## src/rtl/pmc_pkg.sv

```systemverilog
package pmc_pkg;

    localparam int CD_W   = 3;
    localparam int MODE_W = 3;

    typedef enum logic [MODE_W-1:0] {
        MODE_ACTIVE = 3'd0,
        MODE_PAUSE  = 3'd1,
        MODE_NAP    = 3'd2,
        MODE_SLEEP  = 3'd3,
        MODE_STOP   = 3'd4
    } pmc_mode_e;

    typedef enum logic [1:0] {
        KS_IDLE,
        KS_ARMED,
        KS_STAGED
    } key_state_e;

    typedef enum logic [1:0] {
        PS_ACTIVE,
        PS_LOW,
        PS_WAKE
    } pwr_state_e;

    typedef struct packed {
        logic core;
        logic periph;
        logic pll;
        logic xtal;
        logic irq;
    } dom_en_t;

    function automatic logic mode_is_legal(input logic [MODE_W-1:0] m);
        return m <= MODE_W'(MODE_STOP);
    endfunction

endpackage

```

## src/rtl/pmc_key_seq.sv

```systemverilog
module pmc_key_seq
    import pmc_pkg::*;
#(
    parameter int         ADDR_W    = 4,
    parameter int         KEY1_ADDR = 0,
    parameter int         CTRL_ADDR = 1,
    parameter int         KEY2_ADDR = 2,
    parameter logic [7:0] KEY1_VAL  = 8'h01,
    parameter logic [7:0] KEY2_VAL  = 8'hF4
) (
    input  logic              clk,
    input  logic              rst_n,
    input  logic [ADDR_W-1:0] bus_addr,
    input  logic [7:0]        bus_wdata,
    input  logic              bus_wr,
    output logic              commit,
    output logic [MODE_W-1:0] commit_mode,
    output logic [CD_W-1:0]   commit_cd
);

    key_state_e        ks_q, ks_d;
    logic [MODE_W-1:0] stg_mode_q, stg_mode_d;
    logic [CD_W-1:0]   stg_cd_q, stg_cd_d;

    logic hit_k1, hit_ctrl, hit_k2, key1_ok;

    assign hit_k1   = (bus_addr == ADDR_W'(KEY1_ADDR));
    assign hit_ctrl = (bus_addr == ADDR_W'(CTRL_ADDR));
    assign hit_k2   = (bus_addr == ADDR_W'(KEY2_ADDR));
    assign key1_ok  = (bus_wdata == KEY1_VAL);

    // state register
    always_ff @(posedge clk or negedge rst_n) begin
        if (!rst_n) begin
            ks_q       <= KS_IDLE;
            stg_mode_q <= '0;
            stg_cd_q   <= '0;
        end else begin
            ks_q       <= ks_d;
            stg_mode_q <= stg_mode_d;
            stg_cd_q   <= stg_cd_d;
        end
    end

    // next state
    always_comb begin
        ks_d       = ks_q;
        stg_mode_d = stg_mode_q;
        stg_cd_d   = stg_cd_q;
        if (bus_wr) begin
            unique case (ks_q)
                KS_IDLE: begin
                    if (hit_k1 && key1_ok) ks_d = KS_ARMED;
                end
                KS_ARMED: begin
                    if (hit_k1) begin
                        ks_d = key1_ok ? KS_ARMED : KS_IDLE;
                    end else if (hit_ctrl) begin
                        ks_d       = KS_STAGED;
                        stg_mode_d = bus_wdata[6:4];
                        stg_cd_d   = bus_wdata[2:0];
                    end else if (hit_k2) begin
                        ks_d = KS_IDLE;
                    end
                end
                KS_STAGED: begin
                    if (hit_k1) begin
                        ks_d = key1_ok ? KS_ARMED : KS_IDLE;
                    end else if (hit_ctrl || hit_k2) begin
                        ks_d = KS_IDLE;
                    end
                end
                default: ks_d = KS_IDLE;
            endcase
        end
    end

    // outputs
    always_comb begin
        commit      = bus_wr && hit_k2 && (ks_q == KS_STAGED)
                      && (bus_wdata == KEY2_VAL) && mode_is_legal(stg_mode_q);
        commit_mode = stg_mode_q;
        commit_cd   = stg_cd_q;
    end

endmodule

```

## src/rtl/pmc_power_fsm.sv

```systemverilog
module pmc_power_fsm
    import pmc_pkg::*;
#(
    parameter int N_IRQ      = 4,
    parameter int WAKE_SHORT = 4,
    parameter int WAKE_LONG  = 200
) (
    input  logic              clk,
    input  logic              rst_n,
    input  logic              commit,
    input  logic [MODE_W-1:0] commit_mode,
    input  logic [CD_W-1:0]   commit_cd,
    input  logic [N_IRQ-1:0]  irq_req,
    input  logic [N_IRQ-1:0]  irq_en,
    output pwr_state_e        pstate,
    output logic [MODE_W-1:0] mode,
    output logic [CD_W-1:0]   cd,
    output dom_en_t           dom,
    output logic              accepted
);

    localparam int WMAX   = (WAKE_LONG > WAKE_SHORT) ? WAKE_LONG : WAKE_SHORT;
    localparam int WCNT_W = $clog2(WMAX + 1);

    pwr_state_e        st_q, st_d;
    logic [MODE_W-1:0] mode_q, mode_d;
    logic [CD_W-1:0]   cd_q, cd_d;
    logic [WCNT_W-1:0] wcnt_q, wcnt_d;
    logic              wake_req, deep;

    assign wake_req = |(irq_req & irq_en);
    assign deep     = (mode_q == MODE_W'(MODE_SLEEP)) || (mode_q == MODE_W'(MODE_STOP));

    // state register
    always_ff @(posedge clk or negedge rst_n) begin
        if (!rst_n) begin
            st_q   <= PS_ACTIVE;
            mode_q <= '0;
            cd_q   <= '0;
            wcnt_q <= '0;
        end else begin
            st_q   <= st_d;
            mode_q <= mode_d;
            cd_q   <= cd_d;
            wcnt_q <= wcnt_d;
        end
    end

    // next state
    always_comb begin
        st_d   = st_q;
        mode_d = mode_q;
        cd_d   = cd_q;
        wcnt_d = wcnt_q;
        unique case (st_q)
            PS_ACTIVE: begin
                if (commit) begin
                    mode_d = commit_mode;
                    cd_d   = commit_cd;
                    if (commit_mode != MODE_W'(MODE_ACTIVE)) st_d = PS_LOW;
                end
            end
            PS_LOW: begin
                if (wake_req) begin
                    st_d   = PS_WAKE;
                    wcnt_d = deep ? WCNT_W'(WAKE_LONG - 1) : WCNT_W'(WAKE_SHORT - 1);
                end
            end
            PS_WAKE: begin
                if (wcnt_q == '0) begin
                    st_d   = PS_ACTIVE;
                    mode_d = MODE_W'(MODE_ACTIVE);
                end else begin
                    wcnt_d = wcnt_q - 1'b1;
                end
            end
            default: st_d = PS_ACTIVE;
        endcase
    end

    // outputs
    always_comb begin
        dom      = '{core: 1'b1, periph: 1'b1, pll: 1'b1, xtal: 1'b1, irq: 1'b1};
        accepted = 1'b0;
        unique case (st_q)
            PS_ACTIVE: accepted = commit;
            PS_LOW: begin
                unique case (mode_q)
                    MODE_W'(MODE_PAUSE): dom.core = 1'b0;
                    MODE_W'(MODE_NAP): begin
                        dom.core   = 1'b0;
                        dom.periph = 1'b0;
                    end
                    MODE_W'(MODE_SLEEP): begin
                        dom.core   = 1'b0;
                        dom.periph = 1'b0;
                        dom.pll    = 1'b0;
                    end
                    MODE_W'(MODE_STOP): begin
                        dom.core   = 1'b0;
                        dom.periph = 1'b0;
                        dom.pll    = 1'b0;
                        dom.xtal   = 1'b0;
                    end
                    default: ;
                endcase
            end
            PS_WAKE: dom.core = 1'b0;
            default: ;
        endcase
    end

    assign pstate = st_q;
    assign mode   = mode_q;
    assign cd     = cd_q;

endmodule

```

## src/rtl/pmc_core_div.sv

```systemverilog
module pmc_core_div
    import pmc_pkg::*;
(
    input  logic            clk,
    input  logic            rst_n,
    input  logic            core_on,
    input  logic            restart,
    input  logic [CD_W-1:0] cd,
    output logic            tick
);

    localparam int DIV_W = (1 << CD_W) - 1;

    logic [DIV_W-1:0] cnt_q;
    logic [DIV_W:0]   mask_w;

    assign mask_w = ((DIV_W + 1)'(1) << cd) - 1'b1;

    always_ff @(posedge clk or negedge rst_n) begin
        if (!rst_n)                 cnt_q <= '0;
        else if (!core_on || restart) cnt_q <= '0;
        else                        cnt_q <= cnt_q + 1'b1;
    end

    assign tick = core_on && ((cnt_q & mask_w[DIV_W-1:0]) == '0);

endmodule

```

## src/rtl/pwr_mode_ctrl.sv

```systemverilog
module pwr_mode_ctrl
    import pmc_pkg::*;
#(
    parameter int         ADDR_W     = 4,
    parameter int         KEY1_ADDR  = 0,
    parameter int         CTRL_ADDR  = 1,
    parameter int         KEY2_ADDR  = 2,
    parameter logic [7:0] KEY1_VAL   = 8'h01,
    parameter logic [7:0] KEY2_VAL   = 8'hF4,
    parameter int         N_IRQ      = 4,
    parameter int         WAKE_SHORT = 4,
    parameter int         WAKE_LONG  = 200
) (
    input  logic              clk,
    input  logic              rst_n,
    input  logic [ADDR_W-1:0] bus_addr,
    input  logic [7:0]        bus_wdata,
    input  logic              bus_wr,
    input  logic [N_IRQ-1:0]  irq_req,
    input  logic [N_IRQ-1:0]  irq_en,
    output logic [7:0]        ctrl_value,
    output logic              en_core,
    output logic              en_periph,
    output logic              en_pll,
    output logic              en_xtal,
    output logic              en_irq,
    output logic              core_tick
);

    logic              commit;
    logic [MODE_W-1:0] commit_mode;
    logic [CD_W-1:0]   commit_cd;
    pwr_state_e        pstate;
    logic [MODE_W-1:0] mode;
    logic [CD_W-1:0]   cd;
    dom_en_t           dom;
    logic              accepted;

    pmc_key_seq #(
        .ADDR_W   (ADDR_W),
        .KEY1_ADDR(KEY1_ADDR),
        .CTRL_ADDR(CTRL_ADDR),
        .KEY2_ADDR(KEY2_ADDR),
        .KEY1_VAL (KEY1_VAL),
        .KEY2_VAL (KEY2_VAL)
    ) u_key_seq (
        .clk        (clk),
        .rst_n      (rst_n),
        .bus_addr   (bus_addr),
        .bus_wdata  (bus_wdata),
        .bus_wr     (bus_wr),
        .commit     (commit),
        .commit_mode(commit_mode),
        .commit_cd  (commit_cd)
    );

    pmc_power_fsm #(
        .N_IRQ     (N_IRQ),
        .WAKE_SHORT(WAKE_SHORT),
        .WAKE_LONG (WAKE_LONG)
    ) u_power_fsm (
        .clk        (clk),
        .rst_n      (rst_n),
        .commit     (commit),
        .commit_mode(commit_mode),
        .commit_cd  (commit_cd),
        .irq_req    (irq_req),
        .irq_en     (irq_en),
        .pstate     (pstate),
        .mode       (mode),
        .cd         (cd),
        .dom        (dom),
        .accepted   (accepted)
    );

    pmc_core_div u_core_div (
        .clk    (clk),
        .rst_n  (rst_n),
        .core_on(dom.core),
        .restart(accepted),
        .cd     (cd),
        .tick   (core_tick)
    );

    assign ctrl_value = {1'b0, mode, 1'b0, cd};
    assign en_core    = dom.core;
    assign en_periph  = dom.periph;
    assign en_pll     = dom.pll;
    assign en_xtal    = dom.xtal;
    assign en_irq     = dom.irq;

endmodule

```

## config.mk

```make
export PLATFORM = sky130hd
export DESIGN_NAME = pwr_mode_ctrl
export DESIGN_NICKNAME = d
export VERILOG_FILES = /design/src/rtl/pmc_pkg.sv /design/src/rtl/pmc_key_seq.sv /design/src/rtl/pmc_power_fsm.sv /design/src/rtl/pmc_core_div.sv /design/src/rtl/pwr_mode_ctrl.sv
export SDC_FILE = /design/constraint.sdc
export NUM_CORES = 1
export LEC_CHECK = 0
export ABC_AREA = 1
export BUFFER_PORTS_ARGS = -buffer_cell sky130_fd_sc_hd__buf_2
export CAP_MARGIN = 20
export CORE_MARGIN = 3
export CORE_UTILIZATION = 50
export DETAILED_ROUTE_END_ITERATION = 12
export PLACE_DENSITY = 0.82
export SLEW_MARGIN = 20
export SYNTH_ARGS = -nofsm -noshare
export SYNTH_HDL_FRONTEND = slang
export SYNTH_SLANG_ARGS = --single-unit
```

## constraint.sdc

```tcl
create_clock -name clk -period 3.2 [get_ports clk]
set_input_delay 0.32 -clock clk [delete_from_list [all_inputs] [get_ports clk]]
set_output_delay 0.32 -clock clk [all_outputs]
set_load 0.01 [all_outputs]
```

# ---- Word-level counts from Yosys, hierarchy flattened
# Cells that the tools add are included.
# Widths: inputs -> output; s select.
dict set report totals {
  in_bits 23
  reg_bits 31
  wordCells 92
}
dict set report op_classes {
  add_sub_neg 3
  reduce_logical 28
  eq_ne 20
  n_mux 28
  bitwise_logic 3
  n_lt_le_gt_ge 1
  shifts 1
}
# cell count
set op_table {}
lappend op_table {{$mux 8} 3}
lappend op_table {{$mux 2} 10}
lappend op_table {{$pmux 8 s2} 1}
lappend op_table {{$pmux 2 s3} 2}
lappend op_table {{$reduce_and 4->1} 3}
lappend op_table {{$ne 2x1->1 const B} 5}
lappend op_table {{$mux 3} 3}
lappend op_table {{$eq 8x1->1 const B} 1}
lappend op_table {{$eq 8x8->1 const B} 1}
lappend op_table {{$logic_not 8->1} 1}
lappend op_table {{$reduce_or 4->1} 2}
lappend op_table {{$sub 8x1->8 const B} 1}
lappend op_table {{$add 7x1->7 const B} 1}
lappend op_table {{$and 7x7->7} 1}
lappend op_table {{$logic_not 7->1} 1}
lappend op_table {{$mux 7} 1}
lappend op_table {{$shl 1x3->7 const A} 1}
lappend op_table {{$sub 7x1->7 const B} 1}
lappend op_table {{$eq 3x2->1 const B} 2}
lappend op_table {{$logic_and 1x1->1} 6}
lappend op_table {{$mux 1} 6}
lappend op_table {{$pmux 3 s2} 1}
lappend op_table {{$reduce_and 3->1} 2}
lappend op_table {{$and 4x4->4} 1}
lappend op_table {{21 further kinds} 27}

# ---- Longest topological paths before layout
# Gate-level depths: netlist of run 1.
dict set report logic_depth {
  depth_word 8
  depth_mapped 11
  depth_no_buf 11
}

# ---- Modules after synthesis
# From an unflattened synthesis of run 1, not the netlist that was laid out.
dict set report hier_totals {
  cells_unflattened 277
  hier_area_um2 1944.4
}
# module cells_each seq_area_each_um2 n_inst area_per_inst_um2
set modules_own_cells {}
lappend modules_own_cells {pmc_power_fsm 142 400.4 1 1002.2}
lappend modules_own_cells {pmc_key_seq 77 200.2 1 528.0}
lappend modules_own_cells {pmc_core_div 55 175.2 1 395.4}
lappend modules_own_cells {pwr_mode_ctrl 3 0.0 1 18.8}

# ---- Worst setup path before layout of run 1
# OpenSTA, ideal clock, no wires.
dict set report synth_timing {
  kind {reg2out}
  from {register u_power_fsm.cd_q[1], in the netlist u_power_fsm.cd[1]}
  to {output port core_tick}
  path_stages_with_launch 9
  setup_slack_ps 1355
  path_buffers 1
  arrival_ps 1525
  t_required_ps 2880
  path_cell_list {dfrtp_1 -> buf_2 -> nor2_1 -> nand2_1 -> ha_1 -> inv_1 -> a22oi_1 -> o211ai_1 -> nor2_1}
}
dict set report synth_via {
  elab_chain_len 5
}
# item line_no
set synth_lines {}
lappend synth_lines {{start: declaration} pmc_power_fsm.sv:27} ;# logic [CD_W-1:0] cd_q, cd_d;
lappend synth_lines {{start signal: assignment} pmc_power_fsm.sv:39} ;# cd_q <= '0;
lappend synth_lines {{start signal: assignment} pmc_power_fsm.sv:44} ;# cd_q <= cd_d;
lappend synth_lines {{$shl 1x3->7} pmc_core_div.sv:17} ;# assign mask_w = ((DIV_W + 1)'(1) << cd) - 1'b1;
lappend synth_lines {{$sub 7x1->7} pmc_core_div.sv:17}
lappend synth_lines {{$and 7x7->7} pmc_core_div.sv:25} ;# assign tick = core_on && ((cnt_q & mask_w[DIV_W-1:0]) == '0);
lappend synth_lines {{$logic_not 7->1} pmc_core_div.sv:25}
lappend synth_lines {{$logic_and 1x1->1} pmc_core_div.sv:25}
lappend synth_lines {{end: declaration} pwr_mode_ctrl.sv:27} ;# output logic core_tick
# No other way between the ends.

# ---- Worst setup path after layout of run 1
# Ends and elaborated chain as after synthesis.

==> summary.md, run 1 <==
| Metric | Value |
|---|---|
| Syn Area/Cell | 7.19 um2 |
| Total track usage | 0.184 |
| Global route overflow | 0 |
| Dominant synthesized flop cell | dfrtp_1 |
| H-tree depth | 2 |
| P_int | 0.000626 W |
| Reg2Reg Depth | 8 |
| Vias in the first global route | between 1500 and 2000 |
| Post CTS Setup Buffer Count | 0 |
| Wire length per cell | 11.5 um |
| Bufs on Longest Clock Path | 2 |
| Via count | 1852 |
| #FFs+latches synth | 31 |
| Final Hold Vio Count | 0 |
| Total iterations of the first detailed-routing run | 6 |
| Largest net degree at the start of global routing | 32 |
| DP HPWL | 3230 um |
| Post-synth cell types | 32 |
| CP startpoint kind | flip-flop |
| Crit Reg-Reg Endpoint | u_power_fsm.pstate[0] |
| Ys Warns | 0 |
| Fin Setup TNS | 0 ps |
| Final max-slew violation count | 0 |
| # clock sinks | 31 |
| Worst slew pin tran | 686 ps |
| Power Dens Cells | 361 nW/um2 |
| Drt first-iter violations | 192 |
| I/O pin cnt | 37 |
| DRT antenna net count | 0 |
| Post-Synthesis Cell Area | 2070 um2 |
| Placed insts | around 360 |
| MaxCap Viol Count | 0 |
| Pleak | 1.18 nW |
| Die area | about 5000 um2 |
| Most frequent cells in the layout | nand2_1 (86), nor2_1 (38), buf_2 (33) |
| Final std cells w/o fill | 369 |
| Final worst-path cycle share | 0.683 |
| CTS Hold Bufs | 0 |
| WHS | 75.2 ps |
| Final-report setup violation count | 0 |
| Combinational share of power | 0.105 |
| Die Height | 70.3 um |
| Hold crit path type | in2async |
| Fillcell total | 364 |
| R2r setup slk | 1510 ps |
| Cts repair resizes | 0 |
| Minimum clock period | 2180 ps |
| Clock Pin Slew Worst Setup and Hold Paths | 60 ps |
| Clock power share | 0.368 |
| Initial core utilization | 0.541 |
| Post-synthesis async set-or-reset flop share | 1.00 |
| Sw power | 0.000213 W |
| Layout cell share with drive strength beyond 1 | 0.209 |
| Port bufs | 33 |
| Sw frac | 0.254 |
| Crit Path Category | reg2out |
| Seq pwr share | 0.527 |
| Largest fanout on the critical path | 10 |
| RSZ-0062 raised after global routing | no |
| Ant diodes | 0 |
| Clock buffer count from CTS | 5 |
| Global-route wire length before repair | ~7400 um |
| Gpl congestion | 0.839 |
| Via-per-instance ratio | 5.02 |
| Worst EP arrival | 1860 ps |
| CTS tree | yes |
| Peak supply drop | 178 uV |
| Die W | 70.3 um |
| Gate Count Post-Synth | 288 |
| Required time of the worst setup path | roughly 2900 ps |
| Nets@finish | 351 |
| Status | completed |
| CP endpoint kind | output pin |
| Initial antenna violation count | 0 |
| Worst-Skew Late Latency | 290 ps |
| Register area share after synthesis | 0.375 |
| Area Growth Syn to Fin | 12.4% |
| Residual DRC | 0 |
| Critical R2R Launch | u_power_fsm.pstate[0] |
| FMAX | about 460 MHz |
| Drt total wl | approximately 4200 um |
| Number of synthesized flops with an enable pin | 0 |
| Core Area | 3830 um2 |
| Num rows | 22 |
| Commonest non-fill, non-tap cell in the layout | nand2_1 |
| Worst slew margin | 0.543 |
| Clk_skew | 4.37 ps |
| Clk root buf | clkbuf_8 |
==> state kept, by name, indices dropped and copies added, names as in the netlist <==
name                   cells
u_power_fsm.wcnt_q         8
u_core_div.cnt_q           7
u_key_seq.commit_cd        3
u_key_seq.commit_mode      3
u_power_fsm.cd             3
u_power_fsm.mode           3
u_key_seq.ks_q             2
u_power_fsm.pstate         2
==> worst max path at each step <==
stage,slack (ps),startpoint,endpoint,cells past startpoint
CTS,1030,u_power_fsm.cd[1],core_tick,8
global placement,1370,u_power_fsm.cd[1],core_tick,8
global route,860,u_power_fsm.cd[1],core_tick,8
detailed placement,1340,u_power_fsm.cd[1],core_tick,8
finish,1020,u_power_fsm.cd[1],core_tick,8
floorplan,1350,u_power_fsm.cd[1],core_tick,8
==> routing by layer <==
layer | up-vias | GRT usage | wire length, um
li1 | 975 | - | -
met1 | 815 | 0.257 | 2110
met2 | 57 | 0.280 | 1810
met3 | 5 | 0.0518 | 256
met4 | 0 | 0.0511 | 53
met5 | - | 0 | 0
==> logic make-up (layout without fill, tap and decap cells) <==
group	after synthesis	after routing	synth area share
DFF	31	31	0.375
buffers and inverters	44	76	0.0943
xor gates and xnor gates	5	5	0.0212
AOI/OAI and AO/OA	33	33	0.108
other	2	3	0.00363
adders and majority gates	7	7	0.0423
and+or+nand+nor	166	166	0.356
==> layout make-up <==
class                      count  area [um2]  share of cell area
multi-input combinational    214        1100               0.474
sequential                    31         776               0.334
timing repair buffer          33         165              0.0710
inverter                      36         135              0.0581
clock buffer                   6        82.6              0.0355
tap                           48        60.1              0.0258
clock inverter                 1        5.00             0.00215
==> cell usage after synthesis, drive strengths merged, types with 2 or more instances <==
master	count	area share
nand3	23	0.058
nand2	88	0.17
a21oi	5	0.016
inv	36	0.065
o21ai	24	0.078
ha	7	0.042
dfrtp	31	0.37
conb	2	0.0036
xor2	4	0.017
buf	8	0.029
nor2	42	0.086
nand4	8	0.027
nand3b	2	0.0073
==> stage by stage <==
step | utilization | power (W) | cell area, um2 | setup slack [ps]
after floorplan | - | 0.000503 | 2070 | 1350
final | 0.608 | 0.000839 | 2330 | 1020
after global placement | 0.585 | 0.000537 | 2240 | 1370
after global routing | 0.608 | 0.000893 | 2330 | 855
after detailed placement | 0.585 | 0.000539 | 2240 | 1340
after CTS | 0.608 | 0.000846 | 2330 | 1030
==> power by group through the flow <==
stage	clock, W	sequential [W]	combinational, W
5_1_grt	0.000338	0.000447	0.000108
3_5_place_dp	0	0.000450	0.0000898
4_1_cts	0.000314	0.000442	0.0000901
6_report	0.000309	0.000442	0.0000879
2_1_floorplan	0	0.000443	0.0000596
3_3_place_gp	0	0.000449	0.0000877
==> critical path: stages (launching register included) <==
cell,delay [ps]
dfrtp_1,470
nor2_1,170
nand2_1,90
ha_1,280
inv_1,40
a22oi_1,170
o211ai_1,120
nor2_1,110
buf_2,130
No activity file was read; power rests on OpenSTA's default activity.
==> run 2: changes to the inputs <==
- ABC_AREA: 1 -> 0
- clock period: 3.2 -> 2.1 ns (I/O delays scaled with it)
==> run 2 against run 1 <==
Against the previous run: total power grew 52%; sequential share of layout area decreased by 0.51 points; via count shrank 7.8%; cell area up 1.6%; clock skew rose by 1.9 ps; area after synthesis decreased by 4.6%; combinational power up 49%; critical endpoint unchanged; largest power group unchanged.
==> summary.md, run 2 <==
| Metric | Value |
|---|---|
| Num rows | 22 (unchanged) |
| Xor and xnor fraction of the mapped netlist area | 0.0311 (+0.00989) |
| Drt first-iter violations | 157 (-18%) |
| Via-per-instance ratio | 5.75 (+15%) |
| Hold crit path type | in2reg |
| Residual DRC | 0 (unchanged) |
| Register area share after synthesis | 0.393 (+0.0181) |
| Bufs on Longest Clock Path | 2 (unchanged) |
| Hold Path Depth | 2 |
| # clock sinks | 31 (unchanged) |
| Yosys top cell area share | 0.393 (+0.0181) |
| Global route overflow | 0 (unchanged) |
| P_int | 0.000960 W (+53%) |
| Total track usage | 0.201 (+0.0165) |
| Sw power | 0.000311 W (+46%) |
| Status | completed |
| Max reg flops | 8 (unchanged) |
| Commonest non-fill, non-tap cell in the layout | buf_2 |
| Hold Crit Start | bus_wdata[1] |
| MaxCap Viol Count | 0 (unchanged) |
| Power Total | 0.00127 W (+52%) |
| Compound-Gate Fraction of Synth Area | 0.222 (+0.114) |
| Die W | 68.8 um (-2.1%) |
| Syn Area/Cell | 9.68 um2 (+35%) |
| Most frequent cells in the layout | buf_2 (33), dfrtp_1 (31), nand2_1 (17) |
| Worst-Skew Late Latency | 280 ps (about the same) |
| Gpl congestion | 0.941 (+12%) |
| Top post-synthesis cells by count | dfrtp_1 (31), nand2_1 (17), inv_1 (15), nor2_1 (14), o21ai_0 (13) |
| Clk root buf | clkbuf_8 |
| Clock buffer count from CTS | 5 (unchanged) |
| Dominant synthesized flop cell | dfrtp_1 |
| Worst EP arrival | 1850 ps (about the same) |
| DP Worst Slack | 194 ps (-1150 ps) |
| Final max-slew violation count | 0 (unchanged) |
| Area Growth Syn to Fin | 19.6% |
| Global-route wire length before repair | 7000 um (-4.9%) |
| DRT antenna net count | 0 (unchanged) |
| Final-report setup violation count | 0 (unchanged) |
| Biggest regs | u_power_fsm.wcnt_q (8), u_core_div.cnt_q (7) |
| Die Height | 68.8 um (-2.1%) |
| Mux share of post-synthesis cell area | 0.0621 (+0.0621) |
| Final worst-path cycle share | 0.980 |
| Layout cell share with drive strength beyond 1 | 0.309 (+0.101) |
| Design area | 2360 um2 (+1.6%) |
| H-tree depth | 2 (unchanged) |
| Simple-gate share of the synthesized area | 0.191 (-0.165) |
| RSZ-0062 raised after global routing | yes |
| Final std cells w/o fill | 297 (-20%) |
| Ant diodes | 0 (unchanged) |
| Final WS setup | 41.1 ps (-975 ps) |
| Most numerous cell in the Yosys netlist | dfrtp_1 |
| Cells along the critical path | buf_4 > nor2_1 > nand2_1 > ha_4 > xor2_1 > a22oi_1 > and4_1 > buf_2 |
| DP HPWL | 3200 um (-1.2%) |
| Required time of the worst setup path | 1890 ps (-990 ps) |
| Worst Setup SP | u_power_fsm.cd[1] |
| Post CTS Setup Buffer Count | 0 (unchanged) |
| Pleak | 1.14 nW (-3.8%) |
| Critical path's slowest cell | dfrtp_1 |
| Placed insts | 289 (-20%) |
| Wire length per cell | 14.2 um (+24%) |
| Top reg by flops | u_power_fsm.wcnt_q |
| Number of synthesized flops with an enable pin | 0 (unchanged) |
| WHS | 176 ps (+101 ps) |
| Reg2Reg Depth | 4 (-4) |
| Critical R2R Launch | u_key_seq.ks_q[0] |
| CP Buf/Inv Count | 2 (unchanged) |
| Nets@finish | 279 (-21%) |
| Post-synthesis adder-cell area fraction | 0.0444 (+0.00204) |
| Ys Warns | 0 (unchanged) |
| CP startpoint kind | flip-flop |
| Post-synth cell types | 58 (+81%) |
| Final Hold Vio Count | 0 (unchanged) |
| Power Dens Cells | 538 nW/um2 (+49%) |
| CP endpoint kind | output pin |
| Core Area | 3740 um2 (-2.2%) |
| FMAX | approximately 500 MHz |
| Synth area leader | dfrtp_1 |
| Peak supply drop | 440 uV (+150%) |
| Largest fanout on the critical path | 9 (-1) |
| Fillcell total | 309 (-15%) |
| Die area | 4740 um2 (-4.2%) |
| Worst slew pin tran | 682 ps (-3.83 ps) |
| Total iterations of the first detailed-routing run | 4 (-2) |
| Crit Reg-Reg Endpoint | u_power_fsm.cd[0] |
| Multi-input gate area | 1120 um2 (+2.0%) |
| CTS tree | yes |
| Initial core utilization | 0.527 (-0.0135) |
| I/O pin cnt | 37 (unchanged) |
| Slowest Stage Delay on Critical Path | 380 ps (-90 ps) |
| Register area | 776 um2 (unchanged) |
| #FFs+latches synth | 31 (unchanged) |
| Clock power share | 0.365 (-0.003) |
| Clock Pin Slew Worst Setup and Hold Paths | 60 ps (about the same) |
| Port bufs | 33 (unchanged) |
| Crit Path Category | reg2out |
| Post-Synthesis Cell Area | 1970 um2 (-4.6%) |
| Crit-path leading delay family | simple AND/OR/NAND/NOR gates |
| R2r setup slk | 170 ps (-1340 ps) |
| Via count | 1708 (-7.8%) |
| Largest net degree at the start of global routing | 32 (unchanged) |
| Worst hold path endpoint | u_key_seq.commit_cd[1] |
| Post-synthesis async set-or-reset flop share | 1.00 (unchanged) |
| Sw frac | 0.245 (-0.00927) |
| Combinational share of power | 0.103 (-0.002) |
| Drt total wl | 4210 um (-0.33%) |
| Seq pwr share | 0.532 (+0.005) |
| Clk_skew | 6.25 ps (+1.87 ps) |
| Minimum clock period | 2060 ps |
| Dpl cell area | 2240 um2 (about the same) |
| Worst slew margin | 0.545 (+0.00255) |
| Vias in the first global route | 1562 (-8.7%) |
| Largest family of logic cells by synthesized area | compound AO/OA/AOI/OAI gates |
| Initial antenna violation count | 0 (unchanged) |
| Area contributors post-synth | dfrtp_1 (39%), ha_1 (4.4%), mux2_2 (3.4%) |
| Gate Count Post-Synth | 204 (-29%) |
[run 2: how the worst max path moves through the flow]
stage | end | slack (ps) | depth (start not counted)
2_1_floorplan | core_tick | 160 | 6
3_3_place_gp | u_power_fsm.cd[1] | 230 | 4
3_5_place_dp | u_power_fsm.cd[1] | 190 | 4
4_1_cts | core_tick | 8 | 6
5_1_grt | core_tick | -110 | 8
6_report | core_tick | 40 | 8
[run 2: cells by family (layout without fill, tap and decap cells)]
group	after synthesis	count (layout)
AND/OR/NAND/NOR	65	65
AO/OA/AOI/OAI	59	59
flip-flops	31	31
buffers and inverters	23	67
multiplexers	10	10
adder cells (fa/ha/maj)	7	7
XOR/XNOR	7	7
other	2	3
[run 2: metal layers]
layer | track usage | up-vias | wire [um]
met5 | 0 | - | 0
met3 | 0.0535 | 6 | 240
li1 | - | 845 | -
met2 | 0.343 | 49 | 2130
met4 | 0.0730 | 0 | 53
met1 | 0.242 | 808 | 1790
[run 2: power groups by stage]
stage,combinational (W),sequential [W],clock (W)
2_1_floorplan,0.0000846,0.000674,0
3_3_place_gp,0.000128,0.000683,0
3_5_place_dp,0.000131,0.000685,0
4_1_cts,0.000133,0.000674,0.000476
5_1_grt,0.000147,0.000681,0.000507
6_report,0.000131,0.000676,0.000464
[run 2: what timing repair did]
item | CTS | global route
gates resized for setup | 2 | 3
hold endpoints to repair | 31 | 0
pin swaps | 1 | 1
setup endpoints to repair | 1 | 1
hold buffers | 1 | 0
[run 2: through the flow]
stage | TNS (ps) | util
after floorplan | 0 | -
after global placement | 0 | 0.598
after detailed placement | 0 | 0.598
after CTS | 0 | 0.626
after global routing | -114 | 0.631
final | 0 | 0.631
[run 2: area by class of cell]
| class | instances | area share |
|---|---|---|
| clock inverter | 1 | 0.00212 |
| timing repair buffer | 45 | 0.109 |
| inverter | 15 | 0.0238 |
| tap | 48 | 0.0254 |
| multi-input combinational | 151 | 0.476 |
| sequential | 31 | 0.328 |
| clock buffer | 6 | 0.0350 |
[run 2: worst reg2reg max path, delay by kind of cell (launching register included)]
kind	cells	cell delay [ps]
simple gates	3	1060
flops	1	430
mux	1	330
==> run 3: changes to the inputs <==
- REMOVE_ABC_BUFFERS: default -> 1
==> run 3 against run 2 <==
Against the previous run: the run now ends with negative setup slack left; total power is 4.8% higher; core utilization is 0.47 points higher; largest power group unchanged; clock-buffer cell count is 2 higher.
==> summary.md, run 3 (synthesis results as in run 2) <==
| Metric | Value |
|---|---|
| Worst slew margin | 0.533 (-0.0123) |
| Layout cell share with drive strength beyond 1 | 0.306 (-0.00368) |
| Minimum clock period | 2140 ps (+85.2 ps) |
| Final Hold Vio Count | 0 (unchanged) |
| CP startpoint kind | flip-flop |
| I/O pin cnt | 37 (unchanged) |
| Initial core utilization | 0.527 (unchanged) |
| Biggest regs | u_power_fsm.wcnt_q (8), u_core_div.cnt_q (7) |
| Via-per-instance ratio | 5.87 (+2.1%) |
| Clk root buf | clkbuf_8 |
| Final worst-path cycle share | 1.02 (+0.0406) |
| Required time of the worst setup path | 1890 ps (about the same) |
| Die Height | 68.8 um (unchanged) |
| Global-route wire length before repair | 7320 um (+4.6%) |
| Via count | 1761 (+3.1%) |
| Register area | 776 um2 (unchanged) |
| Total iterations of the first detailed-routing run | 4 (unchanged) |
| Die area | 4740 um2 (unchanged) |
| Multi-input gate area | 1110 um2 (-0.89%) |
| Status | finished with violations |
| H-tree depth | 2 (unchanged) |
| Final max-slew violation count | 0 (unchanged) |
| CTS tree | yes |
| Fin Setup TNS | -44.2 ps (-44.2 ps) |
| Commonest non-fill, non-tap cell in the layout | buf_2 |
| Port bufs | 33 (unchanged) |
| Worst EP arrival | 1930 ps (+80 ps) |
| Worst-Skew Late Latency | 280 ps (about the same) |
| Crit Path Category | reg2out |
| Clock buffer count from CTS | 5 (unchanged) |
| RSZ-0062 raised after global routing | yes |
| Global route overflow | 0 (unchanged) |
| Ant diodes | 0 (unchanged) |
| Die W | 68.8 um (unchanged) |
| Drt total wl | 4380 um (+4.0%) |
| Clock Pin Slew Worst Setup and Hold Paths | 60 ps (about the same) |
| Clk_skew | 3.96 ps (-2.28 ps) |
| Design area | 2380 um2 (+0.74%) |
| Core Area | 3740 um2 (unchanged) |
| Initial antenna violation count | 0 (unchanged) |
| Final-report setup violation count | 1 (+1) |
| Max reg flops | 8 (unchanged) |
| Power Dens Cells | 560 nW/um2 (+4.0%) |
| FMAX | 466 MHz (-4.0%) |
| Top reg by flops | u_power_fsm.wcnt_q |
| Bufs on Longest Clock Path | 2 (unchanged) |
| DP HPWL | 3140 um (-1.8%) |
| Gpl congestion | 0.894 (-5.0%) |
| CP endpoint kind | output pin |
| Dpl cell area | 2240 um2 (+0.34%) |
| Most frequent cells in the layout | buf_2 (33), dfrtp_1 (31), nand2_1 (17) |
| # clock sinks | 31 (unchanged) |
| Drt first-iter violations | 106 (-32%) |
| Peak supply drop | 420 uV (-4.5%) |
| Num rows | 22 (unchanged) |
| Largest fanout on the critical path | 4 (-5) |
| Failing checks | negative setup slack |
| Area Growth Syn to Fin | 20.5% |
| Worst slew pin tran | 701 ps (+18.5 ps) |
| Wire length per cell | 14.6 um (+3.0%) |
| Fillcell total | 318 (+2.9%) |
| Residual DRC | 0 (unchanged) |
| MaxCap Viol Count | 0 (unchanged) |
| DRT antenna net count | 0 (unchanged) |
| Vias in the first global route | 1590 (+1.8%) |
| Total track usage | 0.207 (+0.00582) |
| Nets@finish | 281 (+0.72%) |
| Pleak | 1.15 nW (+1.4%) |
| Largest net degree at the start of global routing | 32 (unchanged) |
| Final WS setup | -44.2 ps (-85.2 ps) |
| Hold crit path type | in2reg |
-- run 3: cell count changes in the layout (fill, tap and decap cells not counted) --
cell and delta:
a21oi_1 +1, a21oi_2 -1, a31oi_1 +1, a31oi_2 -1
buf_4 +2, clkbuf_1 +1, clkbuf_8 +1, clkinv_2 -1
-- run 3: power by group --
part	switching [W]	total [W]	internal, W	leakage [nW]
Clock	0.000217	0.000516	0.000299	0.0515
Sequential	0.0000372	0.000676	0.000638	0.374
Combinational	0.0000676	0.000140	0.0000725	0.727
Total	0.000322	0.00133	0.00101	1.15
-- run 3: layout make-up --
cell class	count	share of cell area
well taps	48	0.0252
flip-flops and latches	31	0.326
clock buffers	8	0.0421
inverters	15	0.0237
multi-input cells	151	0.468
repair buffers	47	0.115
-- run 3: worst paths after layout --
path                                           from                      to  slack (ps)  cells past startpoint
worst max register to register    u_key_seq.ks_q[0]       u_power_fsm.cd[1]         150                      4
worst max-delay path              u_power_fsm.cd[1]               core_tick         -40                      6
worst min register to register  u_core_div.cnt_q[0]     u_core_div.cnt_q[0]         490                      1
worst min-delay path                   bus_wdata[0]  u_key_seq.commit_cd[0]         200                      2
max in group asynchronous                     rst_n   u_power_fsm.wcnt_q[3]        1140                      2
min in group asynchronous                     rst_n     u_core_div.cnt_q[6]         510                      2
-- run 3: what timing repair did --
item                                    CTS  global route
setup buffers                             1             0
hold buffers                              1             0
pin swaps                                 3             0
gates resized for setup                   3             0
hold endpoints to repair                  3             0
endpoints found under the setup margin    1             1
cloned                                    0             0
-- run 3: worst max-delay path: stages, from the launching register on --
cell	delay (ps)
dfrtp_1	380
or3_4	420
ha_4	190
xor2_1	170
a22oi_1	140
and4_1	220
buf_2	140
-- run 3: layer usage --
metal	vias up	GRT usage	wire length (um)
met3	6	0.0551	210
met4	0	0.0584	44
met5	-	0	0
met2	47	0.335	2150
li1	849	-	-
met1	859	0.272	1980
-- run 3: through the flow --
stage	util	setup slack, ps	power [W]	std cells	hold slack [ps]
floorplan	-	137	0.000754	197	-85.6
global placement	0.600	196	0.000818	290	304
detailed placement	0.600	165	0.000827	290	304
CTS	0.636	-28.5	0.00134	300	188
global route	0.636	-108	0.00139	300	201
finish	0.636	-44.2	0.00133	300	197
